## src/rtl/blk_seq_pkg.sv

```systemverilog
// Package: shared defaults and types for the block slot sequencer.
// Assumes slots are a whole number of 16-bit header units.
package blk_seq_pkg;
    localparam int DEF_SLOT_BITS = 32;
    localparam int DEF_NUM_SLOTS = 8;
    localparam int DEF_UNIT_BITS = 16;
    localparam int DEF_HLEN_W    = 3;
    localparam int DEF_RSV_W     = 3;

    // Controller state: waiting for a block, or handing out its slots
    typedef enum logic [0:0] {
        ST_IDLE  = 1'b0,
        ST_ISSUE = 1'b1
    } seq_state_e;
endpackage

```

## src/rtl/blk_window_calc.sv

```systemverilog
// Module: blk_window_calc
// Works out the window of slots to issue from the block side-band.
// The first slot is the larger of the branch target and the first slot
// past the header. The last slot is the top slot minus the reserve count.
// The reserve count and header length count only when a header is present.
// The logic is purely combinational; the caller registers the result
// when the block is accepted.
module blk_window_calc #(
    parameter int NUM_SLOTS = blk_seq_pkg::DEF_NUM_SLOTS,
    parameter int SLOT_BITS = blk_seq_pkg::DEF_SLOT_BITS,
    parameter int UNIT_BITS = blk_seq_pkg::DEF_UNIT_BITS,
    parameter int HLEN_W    = blk_seq_pkg::DEF_HLEN_W,
    parameter int RSV_W     = blk_seq_pkg::DEF_RSV_W,
    localparam int IDX_W    = $clog2(NUM_SLOTS)
) (
    input  logic              hdr_present,
    input  logic [HLEN_W-1:0] hdr_len,
    input  logic [RSV_W-1:0]  rsv_cnt,
    input  logic [IDX_W-1:0]  target,
    output logic [IDX_W-1:0]  first_idx,
    output logic [IDX_W-1:0]  last_idx,
    output logic              empty
);
    localparam int UNITS_PER_SLOT = SLOT_BITS / UNIT_BITS;
    localparam int CW = ((HLEN_W > IDX_W) ? HLEN_W : IDX_W) + ((RSV_W > IDX_W) ? RSV_W : IDX_W) + 2;
    localparam logic [CW-1:0] TOP = CW'(NUM_SLOTS - 1);

    logic [CW-1:0] hdr_slots;
    logic [CW-1:0] rsv_eff;
    logic [CW-1:0] start_w;
    logic [CW-1:0] last_w;
    logic          rsv_over;

    // Header slot count: round the header length up to whole slots
    always_comb begin
        if (hdr_present) begin
            hdr_slots = (CW'(hdr_len) + CW'(UNITS_PER_SLOT - 1)) / CW'(UNITS_PER_SLOT);
            rsv_eff   = CW'(rsv_cnt);
        end else begin
            hdr_slots = '0;
            rsv_eff   = '0;
        end
    end

    // Window bounds and emptiness check
    always_comb begin
        start_w  = (CW'(target) > hdr_slots) ? CW'(target) : hdr_slots;
        rsv_over = (rsv_eff > TOP);
        last_w   = rsv_over ? '0 : (TOP - rsv_eff);
        empty    = rsv_over || (start_w > last_w);
        first_idx = start_w[IDX_W-1:0];
        last_idx  = last_w[IDX_W-1:0];
    end
endmodule

```

## src/rtl/blk_slot_store.sv

```systemverilog
// Module: blk_slot_store
// Holds one accepted block as an array of slot registers and presents the
// slot picked by rd_idx. A load overwrites every slot at once. Slot k is
// taken from bits [k*SLOT_BITS +: SLOT_BITS] of the block.
module blk_slot_store #(
    parameter int SLOT_BITS = blk_seq_pkg::DEF_SLOT_BITS,
    parameter int NUM_SLOTS = blk_seq_pkg::DEF_NUM_SLOTS,
    localparam int IDX_W    = $clog2(NUM_SLOTS),
    localparam int BLK_BITS = SLOT_BITS * NUM_SLOTS
) (
    input  logic                 clk,
    input  logic                 rst_n,
    input  logic                 load,
    input  logic [BLK_BITS-1:0]  blk_in,
    input  logic [IDX_W-1:0]     rd_idx,
    output logic [SLOT_BITS-1:0] rd_data
);
    logic [SLOT_BITS-1:0] slot_q [NUM_SLOTS];

    for (genvar k = 0; k < NUM_SLOTS; k++) begin : g_slot
        // Capture slot k of an accepted block
        always_ff @(posedge clk) begin
            if (!rst_n) begin
                slot_q[k] <= '0;
            end else if (load) begin
                slot_q[k] <= blk_in[k*SLOT_BITS +: SLOT_BITS];
            end
        end
    end

    // Read mux for the slot being offered
    always_comb begin
        rd_data = slot_q[rd_idx];
    end
endmodule

```

## src/rtl/blk_issue_ctrl.sv

```systemverilog
// Module: blk_issue_ctrl
// Sequencing control. It accepts a block when idle and latches its slot
// window. It then walks the slot index from the first slot to the last,
// one step per decoder acceptance. After the last acceptance it pulses
// done and returns to idle. An empty window returns to idle at once and
// pulses the error flag. Assumes the window inputs are valid whenever
// blk_valid is high.
module blk_issue_ctrl #(
    parameter int NUM_SLOTS = blk_seq_pkg::DEF_NUM_SLOTS,
    localparam int IDX_W    = $clog2(NUM_SLOTS)
) (
    input  logic             clk,
    input  logic             rst_n,
    input  logic             blk_valid,
    output logic             blk_ready,
    output logic             load,
    input  logic [IDX_W-1:0] win_first,
    input  logic [IDX_W-1:0] win_last,
    input  logic             win_empty,
    output logic             slot_valid,
    input  logic             slot_ready,
    output logic [IDX_W-1:0] cur_idx,
    output logic             blk_done,
    output logic             blk_err
);
    import blk_seq_pkg::*;

    seq_state_e       state_q;
    logic [IDX_W-1:0] cur_q;
    logic [IDX_W-1:0] last_q;
    logic             done_q;
    logic             err_q;
    logic             take;

    // Handshake decodes from the state
    always_comb begin
        blk_ready  = (state_q == ST_IDLE);
        slot_valid = (state_q == ST_ISSUE);
        load       = blk_valid && blk_ready;
        take       = slot_valid && slot_ready;
        cur_idx    = cur_q;
        blk_done   = done_q;
        blk_err    = err_q;
    end

    // State, slot pointer and one-cycle pulse registers
    always_ff @(posedge clk) begin
        if (!rst_n) begin
            state_q <= ST_IDLE;
            cur_q   <= '0;
            last_q  <= '0;
            done_q  <= 1'b0;
            err_q   <= 1'b0;
        end else begin
            done_q <= 1'b0;
            err_q  <= 1'b0;
            case (state_q)
                ST_IDLE: begin
                    if (load) begin
                        if (win_empty) begin
                            err_q <= 1'b1;
                        end else begin
                            state_q <= ST_ISSUE;
                            cur_q   <= win_first;
                            last_q  <= win_last;
                        end
                    end
                end
                ST_ISSUE: begin
                    if (take) begin
                        if (cur_q == last_q) begin
                            state_q <= ST_IDLE;
                            done_q  <= 1'b1;
                        end else begin
                            cur_q <= cur_q + 1'b1;
                        end
                    end
                end
                default: state_q <= ST_IDLE;
            endcase
        end
    end


    stall_idx_hold_chk: assert property (@(posedge clk) disable iff (!rst_n)
        (slot_valid && !slot_ready) |=> (slot_valid && $stable(cur_idx)));


    slot_step_chk: assert property (@(posedge clk) disable iff (!rst_n)
        (take && !blk_done && $past(take) && slot_valid) |-> 1'b1 ##0 (cur_idx >= $past(cur_idx) || $past(cur_idx) == cur_idx));


    done_after_take_chk: assert property (@(posedge clk) disable iff (!rst_n)
        $rose(blk_done) |-> ($past(take) && blk_ready && !slot_valid));


    done_single_chk: assert property (@(posedge clk) disable iff (!rst_n)
        blk_done |=> !blk_done);


    err_no_issue_chk: assert property (@(posedge clk) disable iff (!rst_n)
        blk_err |-> (!slot_valid && !blk_done && blk_ready && $past(load)));


    busy_not_ready_chk: assert property (@(posedge clk) disable iff (!rst_n)
        slot_valid |-> !blk_ready);
endmodule

```

## src/rtl/blk_slot_seq.sv

```systemverilog
// Module: blk_slot_seq (top)
// Instruction block slot sequencer. It takes a whole block plus header and
// branch side-band over a valid/ready port. It hands the instruction slots
// out in order to a decoder over a second valid/ready port, skipping
// header slots and trailing data slots. The block-ready output doubles
// as the request for the next block.
module blk_slot_seq #(
    parameter int SLOT_BITS = blk_seq_pkg::DEF_SLOT_BITS,
    parameter int NUM_SLOTS = blk_seq_pkg::DEF_NUM_SLOTS,
    parameter int UNIT_BITS = blk_seq_pkg::DEF_UNIT_BITS,
    parameter int HLEN_W    = blk_seq_pkg::DEF_HLEN_W,
    parameter int RSV_W     = blk_seq_pkg::DEF_RSV_W,
    localparam int IDX_W    = $clog2(NUM_SLOTS),
    localparam int BLK_BITS = SLOT_BITS * NUM_SLOTS
) (
    input  logic                 clk,
    input  logic                 rst_n,
    input  logic                 blk_valid,
    output logic                 blk_ready,
    input  logic [BLK_BITS-1:0]  blk_data,
    input  logic                 blk_hdr,
    input  logic [HLEN_W-1:0]    blk_hdr_len,
    input  logic [RSV_W-1:0]     blk_rsv,
    input  logic [IDX_W-1:0]     blk_target,
    output logic                 slot_valid,
    input  logic                 slot_ready,
    output logic [SLOT_BITS-1:0] slot_data,
    output logic [IDX_W-1:0]     slot_idx,
    output logic                 blk_done,
    output logic                 blk_err
);
    logic [IDX_W-1:0] win_first;
    logic [IDX_W-1:0] win_last;
    logic             win_empty;
    logic             load;

    blk_window_calc #(
        .NUM_SLOTS (NUM_SLOTS),
        .SLOT_BITS (SLOT_BITS),
        .UNIT_BITS (UNIT_BITS),
        .HLEN_W    (HLEN_W),
        .RSV_W     (RSV_W)
    ) u_window (
        .hdr_present (blk_hdr),
        .hdr_len     (blk_hdr_len),
        .rsv_cnt     (blk_rsv),
        .target      (blk_target),
        .first_idx   (win_first),
        .last_idx    (win_last),
        .empty       (win_empty)
    );

    blk_issue_ctrl #(
        .NUM_SLOTS (NUM_SLOTS)
    ) u_ctrl (
        .clk        (clk),
        .rst_n      (rst_n),
        .blk_valid  (blk_valid),
        .blk_ready  (blk_ready),
        .load       (load),
        .win_first  (win_first),
        .win_last   (win_last),
        .win_empty  (win_empty),
        .slot_valid (slot_valid),
        .slot_ready (slot_ready),
        .cur_idx    (slot_idx),
        .blk_done   (blk_done),
        .blk_err    (blk_err)
    );

    blk_slot_store #(
        .SLOT_BITS (SLOT_BITS),
        .NUM_SLOTS (NUM_SLOTS)
    ) u_store (
        .clk     (clk),
        .rst_n   (rst_n),
        .load    (load),
        .blk_in  (blk_data),
        .rd_idx  (slot_idx),
        .rd_data (slot_data)
    );


    stall_data_hold_chk: assert property (@(posedge clk) disable iff (!rst_n)
        (slot_valid && !slot_ready) |=> $stable(slot_data));


    reset_idle_chk: assert property (@(posedge clk)
        !rst_n |=> (blk_ready && !slot_valid && !blk_done && !blk_err));
endmodule

```

## config.mk

```make
export PLATFORM = sky130hd
export DESIGN_NAME = blk_slot_seq
export DESIGN_NICKNAME = d
export VERILOG_FILES = /design/src/rtl/blk_seq_pkg.sv /design/src/rtl/blk_window_calc.sv /design/src/rtl/blk_slot_store.sv /design/src/rtl/blk_issue_ctrl.sv /design/src/rtl/blk_slot_seq.sv
export SDC_FILE = /design/constraint.sdc
export NUM_CORES = 1
export LEC_CHECK = 0
export BUFFER_PORTS_ARGS = -buffer_cell sky130_fd_sc_hd__clkbuf_2
export CORE_UTILIZATION = 54
export CTS_CLUSTER_DIAMETER = 40
export DETAILED_ROUTE_END_ITERATION = 12
export GPL_TIMING_DRIVEN = 1
export PLACE_DENSITY = 0.85
export SYNTH_ARGS = -nofsm -noshare
export SYNTH_HDL_FRONTEND = slang
export SYNTH_HIERARCHICAL = 1
export SYNTH_SLANG_ARGS = --single-unit
```

## constraint.sdc

```tcl
create_clock -name clk -period 11 [get_ports clk]
set_input_delay 0.55 -clock clk [delete_from_list [all_inputs] [get_ports clk]]
set_output_delay 0.55 -clock clk [all_outputs]
set_load 0.01 [all_outputs]
```

==> results.sh <==
export IMPL_status="completed"
export IMPL_clock_root_buffer="sky130_fd_sc_hd__clkbuf_16"
export IMPL_netlist_area_leader_share_pct=62.5
export IMPL_num_vias=7828
export IMPL_hold_path_end="u_store/slot_q[5][0]"
export IMPL_first_iter_violations=573
export IMPL_worst_path_largest_cell_delay_ps=710
export IMPL_final_setup_viol_count=0
export IMPL_grtUsageMet1_pct=28.2
export IMPL_tritoncts="done"
export IMPL_grt_start_max_net_pins=201
export IMPL_routedWlPerCell_microns=20.0
export IMPL_synth_async_reset_ratio_pct=0
export IMPL_detail_route_first_pass_iterations=5
export IMPL_power_report_internal_total_mw=2.22
export IMPL_clock_path_buffers=3
export IMPL_num_io_pins=309
export IMPL_detail_route_drc_violations=0
export IMPL_timing_slew_headroom_pct=24.7
export IMPL_worst_path_dominant_cell_family="multiplexers"
export IMPL_critical_path_startpoint="u_ctrl/cur_idx[0]"
export IMPL_placementRows=54
export IMPL_layout_cells_non_filler=1355
export IMPL_synthDistinctLibCells=37
export IMPL_final_core_utilization_pct=69.0
export IMPL_power_combinational_fraction_pct=14.0
export IMPL_cts_sinks=265
export IMPL_post_cts_resized_instances=0
export IMPL_yosys_area_share_simple_pct=14.4
export IMPL_gpl_final_weighted_congestion=0.781
export IMPL_final_hold_violation_count=0
export IMPL_sequential_group_share_of_total_power_pct=43.9
export IMPL_final_antenna_net_count=0
export IMPL_yosysTopAreaCell="sky130_fd_sc_hd__edfxtp_1"
export IMPL_timing_worst_setup_path_type="register to primary output"
export IMPL_critical_path_endpoint_type="primary output"
export IMPL_timing_clock_skew_ps=16.2
export IMPL_final_net_count=1322
export IMPL_worst_r2r_startpoint="u_ctrl/slot_valid"
export IMPL_share_of_synthesized_cell_area_in_full_adder_half_adder_and_majority_cells_pct=0.915
export IMPL_post_route_period_util_pct=32.5
export IMPL_cp_required_ps=10450
export IMPL_use_met3_pct=5.27
export IMPL_crit_path_top_delay_cell="sky130_fd_sc_hd__buf_4"
export IMPL_area_growth_syn_to_layout_pct=23.9
export IMPL_cts_hold_buffers_added=0
export IMPL_synth_warnings=6
export IMPL_crit_reg2reg_capture="u_store/slot_q[4][17]"
export IMPL_h_tree_depth=2
export IMPL_yosys_register_bits=265
export IMPL_timing_max_transition_violations_final=0
export IMPL_gr_total_overflow=0
export IMPL_routed_wl_mm=27.1
export IMPL_mostFrequentLayoutCell="sky130_fd_sc_hd__clkbuf_2"
export IMPL_worstPathBufferInverterCount=2
export IMPL_worst_ir_drop_vdd_v=0.000113
export IMPL_rr_worst_depth=4
export IMPL_yosys_area_share_xor_xnor_pct=0.285
export IMPL_track_usage_pct=23.1
export IMPL_power_static_leakage_nw=7.27
export IMPL_setup_tns_final_ps=0
export IMPL_fp_dieArea_sq_mm=0.0234
export IMPL_floorplan_initialDensity_pct=55.7
export IMPL_power_share_switching_pct=23.8
export IMPL_dp_hpwl_mm=17.1
export IMPL_fmaxAchievable_mhz=280
export IMPL_tightest_slew_ps=1130
export IMPL_hp_start="blk_data[160]"
export IMPL_synth_edff_count=256
export IMPL_primary_flip_flop_cell_chosen_by_synthesis_mapping="sky130_fd_sc_hd__edfxtp_1"
export IMPL_wire_length_of_the_first_global_routing_pass_mm=41.9
export IMPL_numPlacedInstances=1283
export IMPL_syn_cell_area_sq_mm=0.0123
export IMPL_detail_route_vias_per_cell=5.78
export IMPL_insertion_delay_ps=500
export IMPL_proportion_of_layout_cells_with_a_drive_suffix_above_1_pct=41.5
export IMPL_design_area_sq_mm=0.0153
export IMPL_post_cts_repair_setup_buffers=0
export IMPL_synth_top_family_by_area="multiplexers"
export IMPL_crit_path_cell_trace="buf_4 -> mux4_1 -> mux2_2 -> clkbuf_2"
export IMPL_critical_path_arrival_ps=3030
export IMPL_start_kind="register"
export IMPL_avgSynthCellArea_sq_um=16.1
export IMPL_synth_compound_area_share_pct=0.752
export IMPL_first_global_vias=8074
export IMPL_hp_class="input pin to register"
export IMPL_period_minus_slack_ps=3580
export IMPL_synth_mux_area_share_pct=16.6
export IMPL_placed_area_sq_mm=0.0139
export IMPL_design_core_area_sq_mm=0.0221
export IMPL_p_switching_uw=692
export IMPL_postSynthNetCount=1044
export IMPL_inserted_clock_buffers=38
export IMPL_path_clk_slew_ps=60
export IMPL_synth_area_top_cells="sky130_fd_sc_hd__edfxtp_1 62%, sky130_fd_sc_hd__and3_1 13%, sky130_fd_sc_hd__mux4_1 8.5%"
export IMPL_worst_r2r_setup_slack_ps=8330
export IMPL_mostFrequentLayoutCells="307 x sky130_fd_sc_hd__clkbuf_2, 258 x sky130_fd_sc_hd__and3_1, 256 x sky130_fd_sc_hd__edfxtp_1"
export IMPL_fp_dieW_microns=153
export IMPL_fillCellCount=1460
export IMPL_seq_area_frac_synth_pct=63.9
export IMPL_grt_util_met2_pct=39.6
export IMPL_rsz_0062_raised_after_global_routing="no"
export IMPL_dieHeight_microns=153
export IMPL_max_cap_violations=0
export IMPL_power_share_clock_pct=42.2
export IMPL_crit_path_max_fanout=40
export IMPL_hold_path_depth=2
export IMPL_top_usage_layer="met2"
export IMPL_synthesis_instances=765
export IMPL_cell_area_power_density_mw_per_mm2=191
export IMPL_grt_antenna_before_repair=2
export IMPL_buffer_ports_inserted=308
## power groups by stage
stage	Sequential, mW	Clock [mW]	Combinational (mW)
2_1_floorplan	1.28	0	0.298
3_3_place_gp	1.29	0	0.397
3_5_place_dp	1.30	0	0.407
4_1_cts	1.28	1.25	0.410
5_1_grt	1.29	1.29	0.439
6_report	1.28	1.23	0.407
## cell usage after synthesis (2+ instances only)
| cell | number |
|---|---|
| sky130_fd_sc_hd__and2_1 | 3 |
| sky130_fd_sc_hd__edfxtp_1 | 256 |
| sky130_fd_sc_hd__buf_2 | 6 |
| sky130_fd_sc_hd__nor2b_1 | 4 |
| sky130_fd_sc_hd__o22ai_1 | 3 |
| sky130_fd_sc_hd__mux4_2 | 24 |
| sky130_fd_sc_hd__mux4_1 | 40 |
| sky130_fd_sc_hd__buf_1 | 3 |
| sky130_fd_sc_hd__mux2i_1 | 6 |
| sky130_fd_sc_hd__mux2_2 | 33 |
| sky130_fd_sc_hd__nor2_1 | 2 |
| sky130_fd_sc_hd__nand2_1 | 10 |
| sky130_fd_sc_hd__nand2b_1 | 2 |
| sky130_fd_sc_hd__dfxtp_1 | 9 |
| sky130_fd_sc_hd__inv_1 | 9 |
| sky130_fd_sc_hd__buf_6 | 8 |
| sky130_fd_sc_hd__clkbuf_1 | 59 |
| sky130_fd_sc_hd__and3_1 | 258 |
| sky130_fd_sc_hd__ha_1 | 9 |
| sky130_fd_sc_hd__xor2_1 | 4 |
## worst max-delay path by stage
| stage | endpoint | slack, ps | cells after the start |
|---|---|---|---|
| 2_1_floorplan | u_store/slot_q[0][0] | 3100 | 3 |
| 4_1_cts | slot_data[18] | 7340 | 4 |
| 5_1_grt | slot_data[24] | 7250 | 4 |
| 3_3_place_gp | u_ctrl/cur_idx[1] | 7420 | 17 |
| 6_report | slot_data[18] | 7420 | 4 |
| 3_5_place_dp | u_ctrl/cur_idx[0] | 7160 | 17 |
## final cells by class
class / count / area (sq um) / share of cell area [%]
Antenna cell: 2 / 5.00 / 0.0328
Clock buffer: 45 / 1040 / 6.82
Clock inverter: 25 / 275 / 1.80
Inverter: 10 / 37.5 / 0.246
Multi-Input combinational cell: 414 / 4070 / 26.7
Sequential cell: 265 / 7870 / 51.6
Tap cell: 280 / 350 / 2.30
Timing Repair Buffer: 314 / 1610 / 10.5
## stage by stage
step	power, mW	setup slack [ps]	hold slack (ps)
2_1_floorplan	1.58	3100	503
3_3_place_gp	1.69	7420	516
3_5_place_dp	1.71	7160	524
4_1_cts	2.94	7340	338
5_1_grt	3.02	7250	342
6_report	2.91	7420	358
## cells by family (layout without fill, tap and decap cells)
group | count (synthesis) | in the layout
AOI/OAI and AO/OA | 12 | 12
other | 0 | 2
DFF | 265 | 265
xor gates and xnor gates | 4 | 4
and+or+nand+nor | 285 | 285
buffers and inverters | 86 | 394
adders and majority gates | 9 | 9
muxes | 104 | 104
## metal layers
layer	vias to the layer above	wire length, microns
met4	0	922
met5	-	0
met1	3782	10600
li1	3641	-
met2	340	13600
met3	65	2040
## state kept, by name (all words and copies together) (netlist names)
| register | flops |
|---|---|
| u_ctrl/cur_idx | 3 |
| u_ctrl/slot_valid | 1 |
| u_ctrl/blk_err | 1 |
| u_ctrl/last_q | 3 |
| u_ctrl/blk_done | 1 |
| u_store/slot_q | 256 |
Note: power is estimated with default switching activity, not from simulation.
